<file path="config.mk">
export PLATFORM = sky130hd
export DESIGN_NAME = dsp_ring_addr_gen
export DESIGN_NICKNAME = d
export VERILOG_FILES = /design/src/rtl/dsp_ring_pkg.sv /design/src/rtl/ring_base_bank.sv /design/src/rtl/ring_pos_counter.sv /design/src/rtl/ring_addr_calc.sv /design/src/rtl/ring_slot_sched.sv /design/src/rtl/dsp_ring_addr_gen.sv
export SDC_FILE = /design/constraint.sdc
export NUM_CORES = 1
export LEC_CHECK = 0
export BUFFER_PORTS_ARGS = -buffer_cell sky130_fd_sc_hd__buf_2
export CAP_MARGIN = 10
export CELL_PAD_IN_SITES_DETAIL_PLACEMENT = 0
export CELL_PAD_IN_SITES_GLOBAL_PLACEMENT = 1
export CORE_MARGIN = 2
export CORE_UTILIZATION = 56
export DETAILED_ROUTE_END_ITERATION = 10
export GPL_TIMING_DRIVEN = 0
export PLACE_DENSITY = 0.95
export SETUP_SLACK_MARGIN = 0.2
export SYNTH_ARGS = -nofsm -noshare
export SYNTH_HDL_FRONTEND = slang
export SYNTH_SLANG_ARGS = --single-unit
</file>
<file path="constraint.sdc">
create_clock -name clk -period 25.1 [get_ports clk]
set_input_delay 3.765 -clock clk [delete_from_list [all_inputs] [get_ports clk]]
set_output_delay 3.765 -clock clk [all_outputs]
set_load 0.01 [all_outputs]
</file>
<file path="src/rtl/dsp_ring_pkg.sv">
`timescale 1ns/1ps
// Package: shared types for the ring-buffer address generator.
// Assumes the slot buffer always has four entries (two-bit slot numbers).
package dsp_ring_pkg;
    localparam int SLOT_W    = 2;
    localparam int RD_LEAD   = 2;   // read data lands this many steps ahead

    typedef struct packed {
        logic              rd;
        logic              wr;
        logic [SLOT_W-1:0] rd_slot;
        logic [SLOT_W-1:0] iw_slot;
    } slot_req_t;

    // Byte space width for the chosen memory size
    function automatic int space_bits(input bit big);
        return big ? 23 : 21;
    endfunction
endpackage

</file>
<file path="src/rtl/ring_base_bank.sv">
`timescale 1ns/1ps
// Module: ring_base_bank
// Holds the word-address base registers and gives the one selected by
// the current step. One synchronous write port, one combinational read.
// Assumes index values stay below NUM.
module ring_base_bank #(
    parameter int NUM   = 32,
    parameter int W     = 16,
    localparam int IDX_W = $clog2(NUM)
) (
    input  logic             clk,
    input  logic             rst_n,
    input  logic             wr_en,
    input  logic [IDX_W-1:0] wr_idx,
    input  logic [W-1:0]     wr_data,
    input  logic [IDX_W-1:0] rd_idx,
    output logic [W-1:0]     rd_data
);
    logic [W-1:0] regs_q [NUM];

    genvar gi;
    generate
        for (gi = 0; gi < NUM; gi++) begin : g_entry
            // Per-entry storage: cleared at reset, loaded on matching write
            always_ff @(posedge clk) begin
                if (!rst_n)
                    regs_q[gi] <= '0;
                else if (wr_en && (wr_idx == IDX_W'(gi)))
                    regs_q[gi] <= wr_data;
            end
        end
    endgenerate

    // Read mux for the step's selector
    always_comb begin
        rd_data = regs_q[rd_idx];
    end
endmodule

</file>
<file path="src/rtl/ring_pos_counter.sv">
`timescale 1ns/1ps
// Module: ring_pos_counter
// Per-sample ring position. Counts down once per pass; a pass ending at
// value 1 reloads mask+1 so the counter never rests at zero.
// Assumes the mask is of the form 2^n-1.
module ring_pos_counter #(
    parameter int RING_W = 16,
    localparam int CT_W = RING_W + 1
) (
    input  logic              clk,
    input  logic              rst_n,
    input  logic              pass_end,
    input  logic [RING_W-1:0] ring_mask,
    output logic [CT_W-1:0]   ct
);
    logic [CT_W-1:0] ct_q;

    // Countdown with reload at the bottom of the range
    always_ff @(posedge clk) begin
        if (!rst_n)
            ct_q <= CT_W'(1);
        else if (pass_end) begin
            if (ct_q == CT_W'(1))
                ct_q <= CT_W'(ring_mask) + CT_W'(1);
            else
                ct_q <= ct_q - CT_W'(1);
        end
    end

    assign ct = ct_q;

    assert_ct_nonzero_R9: assert property (@(posedge clk) disable iff (!rst_n)
        ct_q != '0);
    assert_ct_reload_R9: assert property (@(posedge clk) disable iff (!rst_n)
        (pass_end && ct_q == CT_W'(1)) |=> (ct_q == CT_W'($past(ring_mask)) + CT_W'(1)));
    assert_ct_hold_R9: assert property (@(posedge clk) disable iff (!rst_n)
        !pass_end |=> $stable(ct_q));
endmodule

</file>
<file path="src/rtl/ring_addr_calc.sv">
`timescale 1ns/1ps
// Module: ring_addr_calc
// Combinational word-to-byte address path: base + optional offset +
// optional next-word, then ring wrap or table cut, then doubling, ring
// base add and fold into the memory space.
// Assumes ADDR_W > RING_W so the doubled word fits before the base add.
module ring_addr_calc #(
    parameter int RING_W = 16,
    parameter int OFS_W  = 12,
    parameter int ADDR_W = 21
) (
    input  logic [RING_W-1:0] base,
    input  logic [OFS_W-1:0]  offset,
    input  logic              add_offset,
    input  logic              add_next,
    input  logic              table_mode,
    input  logic [RING_W-1:0] ring_ct,
    input  logic [RING_W-1:0] ring_mask,
    input  logic [ADDR_W-1:0] ring_base,
    output logic [ADDR_W-1:0] byte_addr
);
    logic [RING_W-1:0] part_sum;
    logic [RING_W-1:0] word_addr;

    // Sum of base and the optional increments, modulo 2^RING_W
    always_comb begin
        part_sum = base;
        if (add_offset) part_sum = part_sum + RING_W'(offset);
        if (add_next)   part_sum = part_sum + RING_W'(1);
    end

    // Ring wrap or table cut
    always_comb begin
        if (table_mode)
            word_addr = part_sum;
        else
            word_addr = (part_sum + ring_ct) & ring_mask;
    end

    // Word to byte, add base, fold into the memory space
    always_comb begin
        byte_addr = ADDR_W'({word_addr, 1'b0}) + ring_base;
    end
endmodule

</file>
<file path="src/rtl/ring_slot_sched.sv">
`timescale 1ns/1ps
// Module: ring_slot_sched
// Registers each step's memory request and its buffer slot numbers.
// Requests on even steps are dropped; reads fill a slot two steps ahead.
// Assumes step_lsb carries the low bits of the step number.
module ring_slot_sched
    import dsp_ring_pkg::*;
#(
    parameter int ADDR_W = 21
) (
    input  logic              clk,
    input  logic              rst_n,
    input  logic              step_valid,
    input  logic [SLOT_W-1:0] step_lsb,
    input  logic              req_rd,
    input  logic              req_wr,
    input  logic [ADDR_W-1:0] addr_in,
    output slot_req_t         req_q,
    output logic [ADDR_W-1:0] addr_q
);
    slot_req_t nxt;

    // Next request: access only on odd steps
    always_comb begin
        nxt.rd      = step_valid && step_lsb[0] && req_rd;
        nxt.wr      = step_valid && step_lsb[0] && req_wr;
        nxt.rd_slot = req_q.rd_slot;
        nxt.iw_slot = req_q.iw_slot;
        if (step_valid) begin
            nxt.rd_slot = step_lsb + SLOT_W'(RD_LEAD);
            nxt.iw_slot = step_lsb;
        end
    end

    // Request and address registers
    always_ff @(posedge clk) begin
        if (!rst_n) begin
            req_q  <= '0;
            addr_q <= '0;
        end else begin
            req_q <= nxt;
            if (step_valid) addr_q <= addr_in;
        end
    end

    assert_slot_lead_R8: assert property (@(posedge clk) disable iff (!rst_n)
        req_q.rd |-> (req_q.rd_slot == req_q.iw_slot + SLOT_W'(RD_LEAD)));
    assert_odd_only_R7: assert property (@(posedge clk) disable iff (!rst_n)
        (req_q.rd || req_q.wr) |-> req_q.iw_slot[0]);
endmodule

</file>
<file path="src/rtl/dsp_ring_addr_gen.sv">
`timescale 1ns/1ps
// Module: dsp_ring_addr_gen (top)
// Sample memory address generator for a microprogrammed audio DSP.
// Holds the ring mask and ring base, the base register bank and the
// ring position counter, and issues registered memory requests.
// Assumes the ring mask written is always 2^n-1.
module dsp_ring_addr_gen
    import dsp_ring_pkg::*;
#(
    parameter int  NUM_BASE = 32,
    parameter int  RING_W   = 16,
    parameter int  OFS_W    = 12,
    parameter bit  MEM_8MB  = 1'b0,
    localparam int SEL_W    = $clog2(NUM_BASE),
    localparam int ADDR_W   = space_bits(MEM_8MB)
) (
    input  logic              clk,
    input  logic              rst_n,
    input  logic              base_wr_en,
    input  logic [SEL_W-1:0]  base_wr_idx,
    input  logic [RING_W-1:0] base_wr_data,
    input  logic              cfg_wr_en,
    input  logic [RING_W-1:0] cfg_ring_len,
    input  logic [ADDR_W-1:0] cfg_ring_base,
    input  logic              step_valid,
    input  logic [1:0]        step_lsb,
    input  logic [SEL_W-1:0]  base_sel,
    input  logic              add_offset,
    input  logic              add_next,
    input  logic              table_mode,
    input  logic [OFS_W-1:0]  offset_lo,
    input  logic              req_rd,
    input  logic              req_wr,
    input  logic              pass_end,
    output logic              mem_rd_en,
    output logic              mem_wr_en,
    output logic [ADDR_W-1:0] mem_addr,
    output logic [1:0]        rd_slot,
    output logic [1:0]        iw_slot,
    output logic [RING_W:0]   ring_ct
);
    localparam logic [RING_W-1:0] MASK_RST = RING_W'((1 << (RING_W - 1)) - 1);

    logic [RING_W-1:0] ring_mask_q;
    logic [ADDR_W-1:0] ring_base_q;
    logic [RING_W-1:0] base_word;
    logic [ADDR_W-1:0] byte_addr;
    slot_req_t         req_q;

    // Ring mask and ring base configuration
    always_ff @(posedge clk) begin
        if (!rst_n) begin
            ring_mask_q <= MASK_RST;
            ring_base_q <= '0;
        end else if (cfg_wr_en) begin
            ring_mask_q <= cfg_ring_len;
            ring_base_q <= cfg_ring_base;
        end
    end

    ring_base_bank #(.NUM(NUM_BASE), .W(RING_W)) u_bank (
        .clk     (clk),
        .rst_n   (rst_n),
        .wr_en   (base_wr_en),
        .wr_idx  (base_wr_idx),
        .wr_data (base_wr_data),
        .rd_idx  (base_sel),
        .rd_data (base_word)
    );

    ring_pos_counter #(.RING_W(RING_W)) u_ct (
        .clk       (clk),
        .rst_n     (rst_n),
        .pass_end  (pass_end),
        .ring_mask (ring_mask_q),
        .ct        (ring_ct)
    );

    ring_addr_calc #(.RING_W(RING_W), .OFS_W(OFS_W), .ADDR_W(ADDR_W)) u_calc (
        .base       (base_word),
        .offset     (offset_lo),
        .add_offset (add_offset),
        .add_next   (add_next),
        .table_mode (table_mode),
        .ring_ct    (ring_ct[RING_W-1:0]),
        .ring_mask  (ring_mask_q),
        .ring_base  (ring_base_q),
        .byte_addr  (byte_addr)
    );

    ring_slot_sched #(.ADDR_W(ADDR_W)) u_sched (
        .clk        (clk),
        .rst_n      (rst_n),
        .step_valid (step_valid),
        .step_lsb   (step_lsb),
        .req_rd     (req_rd),
        .req_wr     (req_wr),
        .addr_in    (byte_addr),
        .req_q      (req_q),
        .addr_q     (mem_addr)
    );

    // Output breakout
    always_comb begin
        mem_rd_en = req_q.rd;
        mem_wr_en = req_q.wr;
        rd_slot   = req_q.rd_slot;
        iw_slot   = req_q.iw_slot;
    end

    assert_mask_form_R4: assert property (@(posedge clk) disable iff (!rst_n)
        cfg_wr_en |-> ((cfg_ring_len & (cfg_ring_len + RING_W'(1))) == '0));
    assert_even_silent_R7: assert property (@(posedge clk) disable iff (!rst_n)
        (step_valid && !step_lsb[0]) |=> (!mem_rd_en && !mem_wr_en));
    assert_idle_silent_R10: assert property (@(posedge clk) disable iff (!rst_n)
        !step_valid |=> (!mem_rd_en && !mem_wr_en));
    assert_addr_hold_R10: assert property (@(posedge clk) disable iff (!rst_n)
        !step_valid |=> $stable(mem_addr));
endmodule

</file>
==> run summary <==
outcome: completed
Hold WC Path Type: reg2reg
clk buf depth: 3
DRC: 0
CTS tree: yes
vias in the first global route: 20.7k
CP max stage cell: mux4_1
final hold slack: 0.498 ns
final setup TNS: 0 ns
vias per inst: 6.35
FF+latch count, synth: 592
PD cells: 78.5 nW/um2
# IOs: 132
Post-Place Cells: 3183
Syn Std Cell Area: 30200 um2
GRT Overall Usage: 32.1%
synthesized net count: 2474
Worst EP required: 25.62 ns
Fmax: 85.5 MHz
Setup crit start: base_sel[0]
CTS Hold Buffers Added: 0
share of the yosys chip area belonging to registers: 56.3%
hold path startpoint: u_sched.req_q[1]
initial antenna violation count: 4
crit path time final: 11.70 ns
top_reg_cell synth: edfxtp_1
starting density of the core: 56.4%
RSZ-0062 raised after global routing: no
worst reg2reg startpoint: u_bank.regs_q[19][1]
Switching Share: 28.4%
largest net degree at the start of global routing: 17
top post-synthesis cells by area: edfxtp_1, and2_1, dfxtp_1
NetSw: 767 uW
DRT Wirelength: 89.7 mm
VDD IR max: 0.0592 mV
Root Driver: clkbuf_16
Via Count: 20.9k
Rel. slew slack: 24.2%
area grow syn2layout: 14.2%
Leak Pwr: 0.0132 uW
Setup Buffers After CTS: 0
crit end category: flop
period utilisation layout: 46.6%
final std cell area, no fill: 34400 um2
Synth Warn #: 0
fin cells: 3295
clk sinks: 592
Seq pwr share: 43.7%
Mapped Cells: 2333
Max stage delay on crit path: 0.63 ns
site row count: 85
Least-Margin Pin Slew: 1.14 ns
Clk Latency, worst-skew pair: 0.63 ns
grt total ovfl: 0
post-synth top area cell: edfxtp_1
Worst Setup Start Kind: primary input
first-pass GRT wire length: 131 mm
Pwr Total: 2700 uW
synth cell count leaders: and2_1, edfxtp_1, mux2i_1, nor2_1, clkbuf_1
max-slew violations: 0
Clock Pin Slew Worst Setup and Hold Paths: 0.06 ns
post-cts resize count: 0
Logic pwr share: 20.7%
layout cell share with drive strength beyond 1: 15.8%
final layout net count: 2690
Syn Area/Cell: 12.9 um2
Die X: 236 um
post-synth cell types: 82
Initial DRC Count: 2866
Port Buffers: 123
GP Congestion: 1.00
max-cap violations: 0
Int Pwr: 1940 uW
Post-synth ARST share: 0%
CORE AREA: 53500 um2
Initial DRT Pass Iterations: 6
Setup violations, final: 0
H-Tree Depth: 2
EDFF count, synth: 512
Crit Path Category: in2reg
reg-to-reg slack, setup: 16.93 ns
WP data arrival: 12.22 ns
HPWL Detailed: 65.7 mm
Routed Antenna Nets: 0
Routed WL per cell: 27.2 um
Worst Skew: 0.0131 ns
crit path max fanout: 10
cts bufs inserted: 60
cell with the most instances after synthesis: and2_1
placed inst area: 32300 um2
die height: 236 um
top-area cell type share of the netlist area: 51.0%
final hold violations: 0
DIE AREA: 55700 um2
Clk pwr share: 35.6%
stage by stage:
stage | setup WS (ns) | util [%]
global route | 13.13 | 64.4
global placement | 13.08 | 59.2
detailed placement | 12.95 | 60.4
floorplan | 14.56 | -
finish | 13.40 | 64.4
CTS | 13.57 | 64.4
state kept, by name, indices dropped and copies added (netlist names):
signal          cells
u_bank.regs_q     512
ring_base_q        21
u_sched.addr_q     21
u_ct.ct            17
ring_mask_q        16
u_sched.req_q       5
power by group through the flow:
| stage | logic (uW) | clock network [uW] | registers (uW) |
|---|---|---|---|
| 3_5_place_dp | 550 | 0 | 1200 |
| 4_1_cts | 553 | 959 | 1180 |
| 3_3_place_gp | 523 | 0 | 1200 |
| 5_1_grt | 608 | 1000 | 1190 |
| 2_1_floorplan | 374 | 0 | 1190 |
| 6_report | 561 | 962 | 1180 |
critical path: cells and delay by family:
family / cells / cell delay [ns]
simple gates: 8 / 1.73
xor+xnor: 3 / 0.55
fa+ha+maj: 3 / 0.94
mux: 2 / 0.89
buf+inv: 5 / 0.97
compound gates: 12 / 3.33
layer usage:
metal  wire, um  vias to the layer above  GRT usage, %  part of all wire (%)
met5         16                        -             0                 0.018
met4       3710                        2          12.6                   4.1
met3      11200                      255          8.33                    12
met2      42400                     1460          52.1                    47
met1      32400                    10185          41.5                    36
li1           -                     9031             -                     -
path summary, 6_finish.rpt:
| path | endpoint | cells after the start |
|---|---|---|
| setup / recovery | u_sched.addr_q[17] | 33 |
| hold / removal | u_sched.req_q[1] | 2 |
| setup reg to reg | u_sched.addr_q[17] | 29 |
| hold reg to reg | u_sched.req_q[1] | 2 |
cell usage in the layout (no fill, tap or decap), types with 13 or more instances in the layout:
cell type  count
buf_8         26
a21oi_1       46
nand2_1       95
a21o_1        15
inv_1         23
mux2i_1      134
a22o_1        15
dfxtp_1       80
mux4_2        50
nand3_1       46
nor2_1       127
nor2b_1       16
buf_2        132
a22oi_1       31
clkbuf_1     124
clkbuf_16     61
xnor2_1       43
xor2_1        21
mux2_2        13
ha_1          50
o21ai_0       57
nor3_1        19
mux4_1        50
o21ai_2       32
edfxtp_1     512
and2_1       519
and3_1        14
layout make-up:
class                           count  area, um2
Antenna cell                        1       2.50
Buffer                            166        937
Clock buffer                       73       1620
Clock inverter                     38        477
Fill cell                        3851      19100
Inverter                           24       90.1
Multi-Input combinational cell   1551      12300
Sequential cell                   592      17000
Tap cell                          696        871
Timing Repair Buffer              154       1180
logic make-up after synthesis:
logic type / share of synthesized area (%)
simple gates: 16.6
flops: 56.3
compound gates: 6.28
mux: 13.3
buf+inv: 3.41
xor+xnor: 1.91
fa+ha+maj: 2.27
No activity file was read; power rests on OpenSTA's default activity.
